$ cat src/rtl/mf_pkg.sv
package mf_pkg;
  localparam int DEF_EXP_W  = 2;
  localparam int DEF_FRAC_W = 3;

  typedef enum logic {
    OP_ADD = 1'b0,
    OP_SUB = 1'b1
  } mf_op_e;
endpackage

$ cat src/rtl/mf_prenorm.sv
module mf_prenorm #(
  parameter int EXP_W  = mf_pkg::DEF_EXP_W,
  parameter int FRAC_W = mf_pkg::DEF_FRAC_W
) (
  input  logic [EXP_W-1:0]  exp_i,
  input  logic [FRAC_W-1:0] frac_i,
  output logic [EXP_W-1:0]  exp_o,
  output logic [FRAC_W-1:0] frac_o,
  output logic              zero_o
);
  localparam int LZ_W = $clog2(FRAC_W + 1);
  localparam int CW   = ((EXP_W > LZ_W) ? EXP_W : LZ_W) + 1;

  logic [LZ_W-1:0] lz;
  logic            hit;
  logic [CW-1:0]   exp_w, lz_w, exp_d;

  // leading-zero count of the fraction
  always_comb begin
    lz  = '0;
    hit = 1'b0;
    for (int i = FRAC_W - 1; i >= 0; i--) begin
      if (!hit) begin
        if (frac_i[i]) hit = 1'b1;
        else           lz  = lz + 1'b1;
      end
    end
  end

  assign exp_w  = CW'(exp_i);
  assign lz_w   = CW'(lz);
  assign exp_d  = exp_w - lz_w;
  assign zero_o = !hit || (exp_w < lz_w);
  assign exp_o  = zero_o ? '0 : exp_d[EXP_W-1:0];
  assign frac_o = zero_o ? '0 : (frac_i << lz);
endmodule

$ cat src/rtl/mf_align.sv
module mf_align
  import mf_pkg::*;
#(
  parameter int EXP_W  = mf_pkg::DEF_EXP_W,
  parameter int FRAC_W = mf_pkg::DEF_FRAC_W
) (
  input  logic              sgn_a_i,
  input  logic [EXP_W-1:0]  exp_a_i,
  input  logic [FRAC_W-1:0] frac_a_i,
  input  logic              sgn_b_i,
  input  logic [EXP_W-1:0]  exp_b_i,
  input  logic [FRAC_W-1:0] frac_b_i,
  output mf_op_e            op_o,
  output logic              sgn_o,
  output logic [EXP_W-1:0]  exp_o,
  output logic [FRAC_W-1:0] big_frac_o,
  output logic [FRAC_W-1:0] small_frac_o
);
  logic              swap;
  logic [EXP_W-1:0]  small_exp;
  logic [FRAC_W-1:0] small_raw;
  logic [EXP_W-1:0]  shift;

  // b wins on a larger exponent, or on a larger fraction at equal exponents
  assign swap = (exp_b_i > exp_a_i) || ((exp_b_i == exp_a_i) && (frac_b_i > frac_a_i));

  always_comb begin
    if (swap) begin
      sgn_o      = sgn_b_i;
      exp_o      = exp_b_i;
      big_frac_o = frac_b_i;
      small_exp  = exp_a_i;
      small_raw  = frac_a_i;
    end else begin
      sgn_o      = sgn_a_i;
      exp_o      = exp_a_i;
      big_frac_o = frac_a_i;
      small_exp  = exp_b_i;
      small_raw  = frac_b_i;
    end
  end

  assign shift        = exp_o - small_exp;
  assign small_frac_o = small_raw >> shift;
  assign op_o         = (sgn_a_i ^ sgn_b_i) ? OP_SUB : OP_ADD;
endmodule

$ cat src/rtl/mf_addsub.sv
module mf_addsub
  import mf_pkg::*;
#(
  parameter int FRAC_W = mf_pkg::DEF_FRAC_W
) (
  input  mf_op_e            op_i,
  input  logic [FRAC_W-1:0] big_i,
  input  logic [FRAC_W-1:0] small_i,
  output logic [FRAC_W:0]   raw_o
);
  always_comb begin
    unique case (op_i)
      OP_SUB:  raw_o = {1'b0, big_i} - {1'b0, small_i};
      default: raw_o = {1'b0, big_i} + {1'b0, small_i};
    endcase
  end
endmodule

$ cat src/rtl/mf_renorm.sv
module mf_renorm #(
  parameter int EXP_W  = mf_pkg::DEF_EXP_W,
  parameter int FRAC_W = mf_pkg::DEF_FRAC_W,
  localparam int WORD_W = 1 + EXP_W + FRAC_W
) (
  input  logic              sgn_i,
  input  logic [EXP_W-1:0]  exp_i,
  input  logic [FRAC_W:0]   raw_i,
  output logic [WORD_W-1:0] word_o,
  output logic              ovf_o,
  output logic              zero_o
);
  logic [EXP_W-1:0]  ln_exp;
  logic [FRAC_W-1:0] ln_frac;
  logic              ln_zero;
  logic [EXP_W-1:0]  exp_inc;

  // left normalization for the no-carry path
  mf_prenorm #(.EXP_W(EXP_W), .FRAC_W(FRAC_W)) u_lnorm (
    .exp_i  (exp_i),
    .frac_i (raw_i[FRAC_W-1:0]),
    .exp_o  (ln_exp),
    .frac_o (ln_frac),
    .zero_o (ln_zero)
  );

  assign exp_inc = exp_i + 1'b1;

  always_comb begin
    word_o = '0;
    ovf_o  = 1'b0;
    zero_o = 1'b0;
    if (raw_i[FRAC_W]) begin
      if (&exp_i) begin
        ovf_o  = 1'b1;
        word_o = {sgn_i, {EXP_W{1'b1}}, {FRAC_W{1'b1}}};
      end else begin
        word_o = {sgn_i, exp_inc, raw_i[FRAC_W:1]};
      end
    end else if (ln_zero) begin
      zero_o = 1'b1;
    end else begin
      word_o = {sgn_i, ln_exp, ln_frac};
    end
  end
endmodule

$ cat src/rtl/mf_adder.sv
module mf_adder
  import mf_pkg::*;
#(
  parameter int EXP_W  = mf_pkg::DEF_EXP_W,
  parameter int FRAC_W = mf_pkg::DEF_FRAC_W,
  localparam int WORD_W = 1 + EXP_W + FRAC_W
) (
  input  logic              clk,
  input  logic              rst_n,
  input  logic [WORD_W-1:0] a_i,
  input  logic [WORD_W-1:0] b_i,
  input  logic              sub_i,
  output logic [WORD_W-1:0] sum_o,
  output logic              ovf_o,
  output logic              zero_o
);
  localparam int N_OPS = 2;

  // reset: asserted asynchronously, released on the clock
  logic [1:0] rst_pipe;
  logic       rst_q;

  always_ff @(posedge clk or negedge rst_n) begin
    if (!rst_n) rst_pipe <= '0;
    else        rst_pipe <= {rst_pipe[0], 1'b1};
  end
  assign rst_q = rst_pipe[1];

  // operand conditioning
  logic [WORD_W-1:0] op_word [N_OPS];
  logic              pn_sgn  [N_OPS];
  logic [EXP_W-1:0]  pn_exp  [N_OPS];
  logic [FRAC_W-1:0] pn_frac [N_OPS];
  logic              pn_zero [N_OPS];

  assign op_word[0] = a_i;
  assign op_word[1] = {b_i[WORD_W-1] ^ sub_i, b_i[WORD_W-2:0]};

  for (genvar g = 0; g < N_OPS; g++) begin : g_op
    assign pn_sgn[g] = op_word[g][WORD_W-1];
    mf_prenorm #(.EXP_W(EXP_W), .FRAC_W(FRAC_W)) u_pn (
      .exp_i  (op_word[g][WORD_W-2:FRAC_W]),
      .frac_i (op_word[g][FRAC_W-1:0]),
      .exp_o  (pn_exp[g]),
      .frac_o (pn_frac[g]),
      .zero_o (pn_zero[g])
    );
  end

  // datapath
  mf_op_e            al_op;
  logic              al_sgn;
  logic [EXP_W-1:0]  al_exp;
  logic [FRAC_W-1:0] al_big, al_small;
  logic [FRAC_W:0]   raw;

  mf_align #(.EXP_W(EXP_W), .FRAC_W(FRAC_W)) u_align (
    .sgn_a_i      (pn_sgn[0]),
    .exp_a_i      (pn_exp[0]),
    .frac_a_i     (pn_frac[0]),
    .sgn_b_i      (pn_sgn[1]),
    .exp_b_i      (pn_exp[1]),
    .frac_b_i     (pn_frac[1]),
    .op_o         (al_op),
    .sgn_o        (al_sgn),
    .exp_o        (al_exp),
    .big_frac_o   (al_big),
    .small_frac_o (al_small)
  );

  mf_addsub #(.FRAC_W(FRAC_W)) u_addsub (
    .op_i    (al_op),
    .big_i   (al_big),
    .small_i (al_small),
    .raw_o   (raw)
  );

  logic [WORD_W-1:0] sum_d;
  logic              ovf_d, zero_d;
  logic              both_zero;

  mf_renorm #(.EXP_W(EXP_W), .FRAC_W(FRAC_W)) u_renorm (
    .sgn_i  (al_sgn),
    .exp_i  (al_exp),
    .raw_i  (raw),
    .word_o (sum_d),
    .ovf_o  (ovf_d),
    .zero_o (zero_d)
  );

  assign both_zero = pn_zero[0] && pn_zero[1];

  // output registers
  always_ff @(posedge clk or negedge rst_q) begin
    if (!rst_q) begin
      sum_o  <= '0;
      ovf_o  <= 1'b0;
      zero_o <= 1'b0;
    end else begin
      sum_o  <= both_zero ? '0 : sum_d;
      ovf_o  <= ovf_d && !both_zero;
      zero_o <= zero_d || both_zero;
    end
  end
endmodule

$ cat config.mk
export PLATFORM = sky130hd
export DESIGN_NAME = mf_adder
export DESIGN_NICKNAME = d
export VERILOG_FILES = /design/src/rtl/mf_pkg.sv /design/src/rtl/mf_prenorm.sv /design/src/rtl/mf_align.sv /design/src/rtl/mf_addsub.sv /design/src/rtl/mf_renorm.sv /design/src/rtl/mf_adder.sv
export SDC_FILE = /design/constraint.sdc
export NUM_CORES = 1
export LEC_CHECK = 0
export BUFFER_PORTS_ARGS = -buffer_cell sky130_fd_sc_hd__buf_2
export CAP_MARGIN = 20
export CORE_UTILIZATION = 59
export CTS_CLUSTER_DIAMETER = 50
export DETAILED_ROUTE_END_ITERATION = 16
export PLACE_DENSITY = 0.84
export REMOVE_ABC_BUFFERS = 1
export SYNTH_ARGS = -nofsm -noshare
export SYNTH_HDL_FRONTEND = slang
export SYNTH_HIERARCHICAL = 1
export SYNTH_SLANG_ARGS = --single-unit
$ cat constraint.sdc
create_clock -name clk -period 0.9 [get_ports clk]
set_clock_uncertainty 0.15 [all_clocks]
set_input_delay 0.18 -clock clk [delete_from_list [all_inputs] [get_ports clk]]
set_output_delay 0.18 -clock clk [all_outputs]
set_load 0.005 [all_outputs]
==> results by group, run 1 <==
Status
  – Outcome: aborted with a tool error
  – Exit stage: 4_1_cts
  – First error: [ERROR DPL-0038] Utilization greater than 100%, impossible to legalize

CTS
  – CTS-repair resized insts: 67
  – Hold buffers post-CTS: 1
  – Cts bufs inserted: 3
  – H-tree levels: 1
  – Setup Fix Bufs, Post-CTS: 12
  – Total clock sinks: 10
  – Clock Tree Root: clkbuf_4
  – Worst-case clock buffer depth: 2

Logic synthesis
  – Gate Count Post-Synth: 153
  – Share of synthesized flip-flops with an asynchronous set or reset: 1.00
  – Post-synth EDFFs: 0
  – Yosys cell types: 36
  – Synth warn: 6
  – Synth Area per Inst: 7.97 µm²
  – Leading register cell type out of synthesis: dfrtp_1
  – Synthesized flop and latch total: 10
  – Synthesized area: 1220 µm²
  – Sequential share of the synthesized area: 0.205

Placement
  – GP Congestion: 0.895
  – PortBufs: 22
  – HPWL Detailed: 3.00 mm
  – Placed insts: 244

Die
  – Number of core rows: 16
  – Initial core utilization: 0.628
  – Die extent in x: 47.5 µm
  – Top Ports: 23
  – Chip height: 47.5 µm
## stage by stage
step	area [µm²]	util	hold WS [ns]	setup WS [ns]	setup TNS [ns]
3_5_place_dp	1680	0.865	-0.175	-5.39	-41.21
3_3_place_gp	1680	0.865	-0.186	-4.95	-38.37
2_1_floorplan	1210	-	-0.266	-5.24	-39.70
## cell usage after synthesis, types with 4 or more instances
cell | n | share of area
a21boi_0 | 7 | 0.043
a21oi_1 | 7 | 0.029
dfrtp_1 | 10 | 0.21
fa_1 | 4 | 0.066
ha_1 | 12 | 0.12
inv_1 | 23 | 0.071
mux2_2 | 4 | 0.037
nand2_1 | 11 | 0.034
nor2_1 | 17 | 0.052
nor3_1 | 10 | 0.041
o21ai_0 | 8 | 0.033
xnor2_1 | 4 | 0.029
## kinds of logic after synthesis
family,share of synthesized area
adders and majority gates,0.189
DFF,0.205
other,0.00308
buffers and inverters,0.0749
and+or+nand+nor,0.235
muxes,0.0719
xor gates and xnor gates,0.0431
AOI/OAI and AO/OA,0.178
==> inputs of run 2 (changes only) <==
--- a/config.mk
+++ b/config.mk
@@ -7,10 +7,10 @@
 export LEC_CHECK = 0
 export BUFFER_PORTS_ARGS = -buffer_cell sky130_fd_sc_hd__buf_2
 export CAP_MARGIN = 20
-export CORE_UTILIZATION = 59
-export CTS_CLUSTER_DIAMETER = 50
+export CORE_AREA = 2 2 63 65
 export DETAILED_ROUTE_END_ITERATION = 16
-export PLACE_DENSITY = 0.84
+export DIE_AREA = 0 0 65 67
+export PLACE_DENSITY_LB_ADDON = 0.15
 export REMOVE_ABC_BUFFERS = 1
 export SYNTH_ARGS = -nofsm -noshare
 export SYNTH_HDL_FRONTEND = slang
==> run 2 against run 1 <==
Compared with the run above:
- the flow now finishes, with violations (negative hold slack, negative setup slack)
- synthesized cell count unchanged
- area after synthesis unchanged
==> results by group, run 2 <==
Status
  – Outcome: finished with violations (was aborted with a tool error)
  – Failing checks: negative hold slack, negative setup slack

Routing
  – Antenna-violating nets left: 0
  – WL/cell: 11.6 µm
  – Initial DRC count: 52
  – Routed WL: 3.23 mm
  – DRC Markers: 0
  – Vias: 1,302
  – Via/cell ratio: 4.67
  – TritonRoute pass-1 iters: 4

CTS
  – Clock Tree Root: clkbuf_8 (was clkbuf_4)
  – TritonCTS clock tree: built
  – H-tree levels: 1 (unchanged)
  – Total clock sinks: 10 (unchanged)
  – Cts bufs inserted: 3 (unchanged)
  – Reg clk slew, reported paths: 0.04 ns
  – Worst-case clock buffer depth: 2 (unchanged)
  – Worst skew pair latency: 0.23 ns

Placement
  – Post-place setup slack: -5.24 ns (was -5.39 ns)
  – PortBufs: 22 (unchanged)
  – HPWL Detailed: 2.46 mm (was 3.00 mm)
  – GP Congestion: 0.854 (was 0.895)
  – Post-placement cell area: 1710 µm² (was 1680 µm²)

Final layout
  – Most common cell after layout, fill and taps aside: buf_4
  – Most frequent cells in the layout: 47 x buf_4, 19 x buf_2, 18 x inv_1, 14 x nor2_1
  – Largest register FFs: 6
  – Largest registers: sum_o x6, rst_pipe x2
  – P&R area growth vs syn: 77.0%
  – Nets: 263
  – Layout cell share with drive strength beyond 1: 0.610
  – Design Area, Final: 2160 µm²
  – Diode count: 0
  – Fillers: 315
  – Largest reg by FF count: sum_o

Setup path
  – Slowest stage cell, crit path: fa_2
  – CP most frequent cell: fa_2
  – Crit Path Max Fanout: 5
  – Largest stage delay, worst path: 0.54 ns
  – Setup crit end kind: flop
  – Crit Path Category: input pin to flop
  – CP required: 0.91 ns
  – Setup crit start kind: input pin
  – Worst Path Arrival: 5.42 ns
  – WP buf/inv: 4
  – Crit path max-delay family: adder cells

Logic synthesis
  – Post-synthesis adder-cell area fraction: 0.189 (unchanged)
  – Synthesized area: 1220 µm² (unchanged)
  – Synth Area in Compound Gates: 0.178 (unchanged)
  – Top-area cell type share of the netlist area: 0.205 (unchanged)
  – Multiplexer share of the synthesized area: 0.0719 (unchanged)
  – Ranking of synthesized cells by area: dfrtp_1 21%, ha_1 12%, inv_1 7.1%, fa_1 6.6%, nor2_1 5.2% (unchanged)
  – Post-synth EDFFs: 0 (unchanged)
  – Top cells by count, synth: 23 x inv_1, 17 x nor2_1, 12 x ha_1 (unchanged)
  – Synth warn: 6 (unchanged)
  – Share of synthesized flip-flops with an asynchronous set or reset: 1.00 (unchanged)
  – Gate Count Post-Synth: 153 (unchanged)
  – Simple-gate share of the synthesized area: 0.235 (unchanged)
  – XOR/XNOR Fraction of Synth Area: 0.0431 (unchanged)
  – Synth Area per Inst: 7.97 µm² (unchanged)
  – Main combinational cell family by area after synthesis: simple AND/OR/NAND/NOR gates (unchanged)
  – Yosys cell types: 36 (unchanged)
  – Synthesized flop and latch total: 10 (unchanged)
  – Sequential share of the synthesized area: 0.205 (unchanged)
  – Leading register cell type out of synthesis: dfrtp_1 (unchanged)
  – Cell with the most instances after synthesis: inv_1 (unchanged)
  – Yosys top cell by area: dfrtp_1 (unchanged)

Pwr
  – PD cells: 4900 nW/µm²
  – Leak pwr: 1.04 nW
  – VDD IR-drop max: 1.81 mV

Global route
  – Vias in the first global route: 1,353
  – Initial antenna violation count: 0
  – GR peak layer: met2
  – GRT Resource Usage Total: 0.170
  – Met1 GRT Util: 0.195
  – First-pass GRT wire length: 5.73 mm
  – Met2 global-route usage: 0.330
  – Largest net degree at the start of global routing: 9
  – GRT overflow: 0
  – GR Layer Usage met3: 0.0118

Die
  – Number of core rows: 22 (was 16)
  – Initial core utilization: 0.338 (was 0.628)
  – Die ar.: 4360 µm²
  – Core Area: 3610 µm²
  – Die extent in x: 65 µm (was 47.5 µm)
  – Top Ports: 23 (unchanged)
  – Chip height: 67 µm (was 47.5 µm)

Timing
  – Final Cycle Share: 6.01
  – PnR worst setup slack: -4.51 ns
  – Fin Hold WS: -0.0364 ns
  – Max Slew Vio Count: 0
  – Worst slew pin tran: 0.582 ns
  – Fin. Hold Viols: 8
  – Final Setup Violations: 16
  – Max_slew headroom: 0.610
  – Achievable frequency: 185 MHz
  – RSZ-0062 raised after global routing: true
  – Fin crit period: 5.41 ns

Min path
  – Class of the tightest hold or removal check: flop to async pin

Run
  – Max-cap viol count: 0
[run 2: cell counts after synthesis]
No cell type changed its count.
[run 2: where the power goes]
group	switching (W)	total, W	internal (W)
registers	0.0000344	0.000708	0.000673
clock network	0.000156	0.000538	0.000383
logic	0.00394	0.00932	0.00538
[run 2: logic make-up (layout without fill, tap and decap cells)]
family / after synthesis / after routing
mux: 8 / 8
xor+xnor: 6 / 6
buf+inv: 24 / 102
flops: 10 / 10
compound gates: 33 / 33
fa+ha+maj: 16 / 16
other cells: 1 / 1
simple gates: 55 / 55
[run 2: final cells by class]
class / count / area [µm²] / area share
clock buffers: 4 / 55.1 / 0.0255
multi-input cells: 119 / 1150 / 0.534
inverters: 23 / 88.8 / 0.0412
flip-flops and latches: 10 / 250 / 0.116
well taps: 48 / 60.1 / 0.0278
repair buffers: 75 / 552 / 0.256
[run 2: what timing repair did]
| action | CTS | global route |
|---|---|---|
| pin swaps | 26 | 20 |
| hold buffers | 1 | 0 |
| setup endpoints to repair | 16 | 16 |
| hold endpoints to repair | 10 | 0 |
| buffers inserted | 7 | 7 |
| gates resized for setup | 63 | 22 |
[run 2: final timing paths]
check	endpoint	slack, ns	cells after the start	start
min in group clk	rst_pipe[1]$_DFF_PN0_	0.21	0	rst_pipe[0]$_DFF_PN0_
setup reg to reg	rst_pipe[1]$_DFF_PN0_	0.28	0	rst_pipe[0]$_DFF_PN0_
setup / recovery	sum_o[1]$_DFF_PN0_	-4.51	25	b_i[2]
hold / removal	sum_o[4]$_DFF_PN0_	-0.04	0	rst_pipe[1]$_DFF_PN0_
max in group asynchronous	rst_pipe[0]$_DFF_PN0_	0.40	2	rst_n
hold reg to reg	sum_o[4]$_DFF_PN0_	-0.04	0	rst_pipe[1]$_DFF_PN0_
[run 2: through the flow]
step	TNS, ns	cells	power [W]	hold WS (ns)	utilization
floorplan	-39.70	152	0.00505	-0.266	-
global placement	-39.56	266	0.00734	-0.186	0.475
detailed placement	-40.38	266	0.00752	-0.185	0.475
CTS	-37.22	278	0.0101	-0.0209	0.574
global route	-38.20	279	0.0116	0.00252	0.598
finish	-35.80	279	0.0106	-0.0364	0.598
[run 2: routing by layer]
metal | vias up | share of wire | wire, µm
li1 | 675 | - | -
met1 | 602 | 0.43 | 1380
met2 | 20 | 0.53 | 1700
met3 | 5 | 0.026 | 83
met4 | 0 | 0.018 | 59
met5 | - | 0 | 0
Power figures use the tool's default switching activity.
==> inputs of run 3 (changes only) <==
--- a/config.mk
+++ b/config.mk
@@ -14,5 +14,4 @@
 export REMOVE_ABC_BUFFERS = 1
 export SYNTH_ARGS = -nofsm -noshare
 export SYNTH_HDL_FRONTEND = slang
-export SYNTH_HIERARCHICAL = 1
 export SYNTH_SLANG_ARGS = --single-unit
==> run 3 against run 2 <==
Compared with the run above:
- final area increased by 2.0%
- worst hold slack improved by 0.0088 ns
- synthesized cell count decreased by 7.2%
- non-clock buffer count increased by 6
- critical path depth increased by 3
- flip-flop and latch count unchanged
- count of clock-buffer cells in the layout unchanged
- die area unchanged
- cell count decreased by 1.8%
- the flow still finishes with violations (negative hold slack, negative setup slack)
- register-to-register slack about the same
==> results by group, run 3 <==
Setup path
  – RR Startpoint: rst_pipe[0]$_DFF_PN0_ (unchanged)
  – Crit Path Max Fanout: 4 (was 5)
  – R2R setup slack: 0.29 ns (was 0.28 ns)
  – Crit path max-delay family: adder cells (unchanged)
  – CP required: 0.91 ns (about the same)
  – Crit Path Category: input pin to flop (unchanged)
  – WP buf/inv: 3 (was 4)
  – R2R depth: 0 (unchanged)
  – Largest stage delay, worst path: 0.48 ns (was 0.54 ns)
  – Worst r2r dst: rst_pipe[1]$_DFF_PN0_ (unchanged)
  – Worst Path Arrival: 5.75 ns (was 5.42 ns)
  – Slowest stage cell, crit path: fa_2 (unchanged)
  – Setup crit end kind: flop (unchanged)
  – Setup crit start kind: input pin (unchanged)

Logic synthesis
  – Gate Count Post-Synth: 142 (was 153)
  – Synthesized area: 1230 µm² (was 1220 µm²)
  – Cell with the most instances after synthesis: nor2_1 (was inv_1)
  – Sequential share of the synthesized area: 0.203 (was 0.205)
  – Yosys top cell by area: dfrtp_1 (unchanged)
  – Leading register cell type out of synthesis: dfrtp_1 (unchanged)
  – Synth warn: 0 (was 6)
  – Share of synthesized flip-flops with an asynchronous set or reset: 1.00 (unchanged)
  – Synth Area per Inst: 8.70 µm² (was 7.97 µm²)
  – Yosys cell types: 38 (was 36)
  – Synthesized flop and latch total: 10 (unchanged)
  – Post-synth EDFFs: 0 (unchanged)
  – Top cells by count, synth: 20 x nor2_1, 15 x inv_1, 14 x ha_1 (was 23 x inv_1, 17 x nor2_1, 12 x ha_1)
  – Ranking of synthesized cells by area: dfrtp_1 20%, ha_1 14%, fa_1 6.5%, nor2_1 6.1%, a21oi_1 4.9% (was dfrtp_1 21%, ha_1 12%, inv_1 7.1%, fa_1 6.6%, nor2_1 5.2%)
  – Top-area cell type share of the netlist area: 0.203 (was 0.205)

Routing
  – Antenna-violating nets left: 0 (unchanged)
  – Routed WL: 3.26 mm (was 3.23 mm)
  – DRC Markers: 0 (unchanged)
  – Initial DRC count: 43 (was 52)
  – TritonRoute pass-1 iters: 4 (unchanged)
  – Via/cell ratio: 4.57 (was 4.67)
  – WL/cell: 11.9 µm (was 11.6 µm)
  – Vias: 1,253 (was 1,302)

Final layout
  – Fillers: 309 (was 315)
  – Layout cell share with drive strength beyond 1: 0.602 (was 0.610)
  – Largest registers: sum_o x6, rst_pipe x2 (unchanged)
  – Most common cell after layout, fill and taps aside: buf_4 (unchanged)
  – Most frequent cells in the layout: 53 x buf_4, 19 x buf_2, 14 x nor2_1, 12 x inv_1, 11 x nand2_1 (was 47 x buf_4, 19 x buf_2, 18 x inv_1, 14 x nor2_1)
  – Largest reg by FF count: sum_o (unchanged)
  – Design Area, Final: 2200 µm² (was 2160 µm²)
  – Largest register FFs: 6 (unchanged)
  – Diode count: 0 (unchanged)
  – Nets: 260 (was 263)
  – P&R area growth vs syn: 78.1% (was 77.0%)

CTS
  – TritonCTS clock tree: built (unchanged)
  – Reg clk slew, reported paths: 0.05 ns (was 0.04 ns)
  – Total clock sinks: 10 (unchanged)
  – Worst skew pair latency: 0.23 ns (about the same)
  – Cts bufs inserted: 3 (unchanged)
  – Clock Tree Root: clkbuf_8 (unchanged)
  – H-tree levels: 1 (unchanged)
  – Worst-case clock buffer depth: 2 (unchanged)

Timing
  – RSZ-0062 raised after global routing: true (unchanged)
  – Fin crit period: 5.74 ns (was 5.41 ns)
  – Max Slew Vio Count: 0 (unchanged)
  – Fin Hold WS: -0.0276 ns (was -0.0364 ns)
  – Achievable frequency: 174 MHz (was 185 MHz)
  – Worst slew pin tran: 0.642 ns (was 0.582 ns)
  – Max_slew headroom: 0.569 (was 0.610)
  – PnR worst setup slack: -4.84 ns (was -4.51 ns)
  – Fin. Hold Viols: 8 (unchanged)
  – Final Setup Violations: 16 (unchanged)
  – Final Cycle Share: 6.38 (was 6.01)

Run
  – Max-cap viol count: 0 (unchanged)

Min path
  – Class of the tightest hold or removal check: flop to async pin (unchanged)

Status
  – Outcome: finished with violations (unchanged)
  – Failing checks: negative hold slack, negative setup slack (unchanged)

Die
  – Initial core utilization: 0.342 (was 0.338)
  – Number of core rows: 22 (unchanged)
  – Die extent in x: 65 µm (unchanged)
  – Top Ports: 23 (unchanged)
  – Chip height: 67 µm (unchanged)
  – Core Area: 3610 µm² (unchanged)
  – Die ar.: 4360 µm² (unchanged)

Global route
  – First-pass GRT wire length: 5.26 mm (was 5.73 mm)
  – Vias in the first global route: 1,267 (was 1,353)
  – Initial antenna violation count: 0 (unchanged)
  – Largest net degree at the start of global routing: 14 (was 9)
  – GRT Resource Usage Total: 0.156 (was 0.170)
  – GRT overflow: 0 (unchanged)

Placement
  – HPWL Detailed: 2.52 mm (was 2.46 mm)
  – Post-placement cell area: 1750 µm² (was 1710 µm²)
  – PortBufs: 22 (unchanged)
  – GP Congestion: 0.801 (was 0.854)
run 3: cell types whose count changed after synthesis, sizes merged, moves of 3 or more:
| cell | delta |
|---|---|
| nor3 | -8 |
| a21boi | -8 |
| mux2i | +3 |
| nor2 | +3 |
| inv | -8 |
| a21oi | +5 |
| o21ai | -3 |
run 3: layout make-up:
type                    count  area (µm²)  area share
flip-flops and latches     10         250       0.114
inverters                  15        58.8      0.0267
well taps                  48        60.1      0.0273
multi-input cells         116        1180       0.536
clock buffers               4        55.1      0.0250
repair buffers             81         597       0.271
run 3: timing repair:
| item | CTS | global route |
|---|---|---|
| hold buffers | 1 | 0 |
| hold endpoints to repair | 10 | 0 |
| gates cloned | 0 | 0 |
| buffers inserted | 6 | 6 |
| pin swaps | 18 | 23 |
| gates resized for setup | 35 | 24 |
| endpoints found under the setup margin | 16 | 16 |
run 3: worst max path at each step:
stage | startpoint | endpoint | slack [ns] | depth (start not counted)
global route | a_i[1] | sum_o[5]$_DFF_PN0_ | -5.06 | 29
CTS | a_i[1] | sum_o[5]$_DFF_PN0_ | -4.93 | 28
finish | a_i[1] | sum_o[5]$_DFF_PN0_ | -4.84 | 28
floorplan | a_i[1] | sum_o[5]$_DFF_PN0_ | -5.56 | 28
global placement | a_i[1] | sum_o[5]$_DFF_PN0_ | -5.39 | 28
detailed placement | a_i[1] | sum_o[5]$_DFF_PN0_ | -5.58 | 28
run 3: layer usage:
| layer | routed length [µm] | vias up | track usage |
|---|---|---|---|
| li1 | - | 652 | - |
| met1 | 1330 | 577 | 0.167 |
| met2 | 1820 | 20 | 0.316 |
| met3 | 66 | 4 | 0.0101 |
| met4 | 40 | 0 | 0.0559 |
| met5 | 0 | - | 0 |
run 3: cells by family (layout without fill, tap and decap cells):
kind of cell,after synthesis,count (layout),synth area share
xor gates and xnor gates,8,8,0.0719
DFF,10,10,0.203
and+or+nand+nor,47,47,0.178
adders and majority gates,18,18,0.207
other,1,1,0.00304
muxes,9,9,0.0800
AOI/OAI and AO/OA,33,33,0.209
buffers and inverters,16,100,0.0486
run 3: metrics by stage:
step           utilization  instances  setup TNS [ns]  worst slack, ns
3_3_place_gp         0.484        257          -41.00            -5.39
3_5_place_dp         0.484        257          -42.39            -5.58
5_1_grt              0.610        274          -40.32            -5.06
6_report             0.610        274          -38.47            -4.84
4_1_cts              0.569        268          -39.06            -4.93
2_1_floorplan            -        141          -41.73            -5.56
Power of run 3 is not shown: default switching activity piles up to over one toggle a cycle in this logic, so the estimate is an artifact.
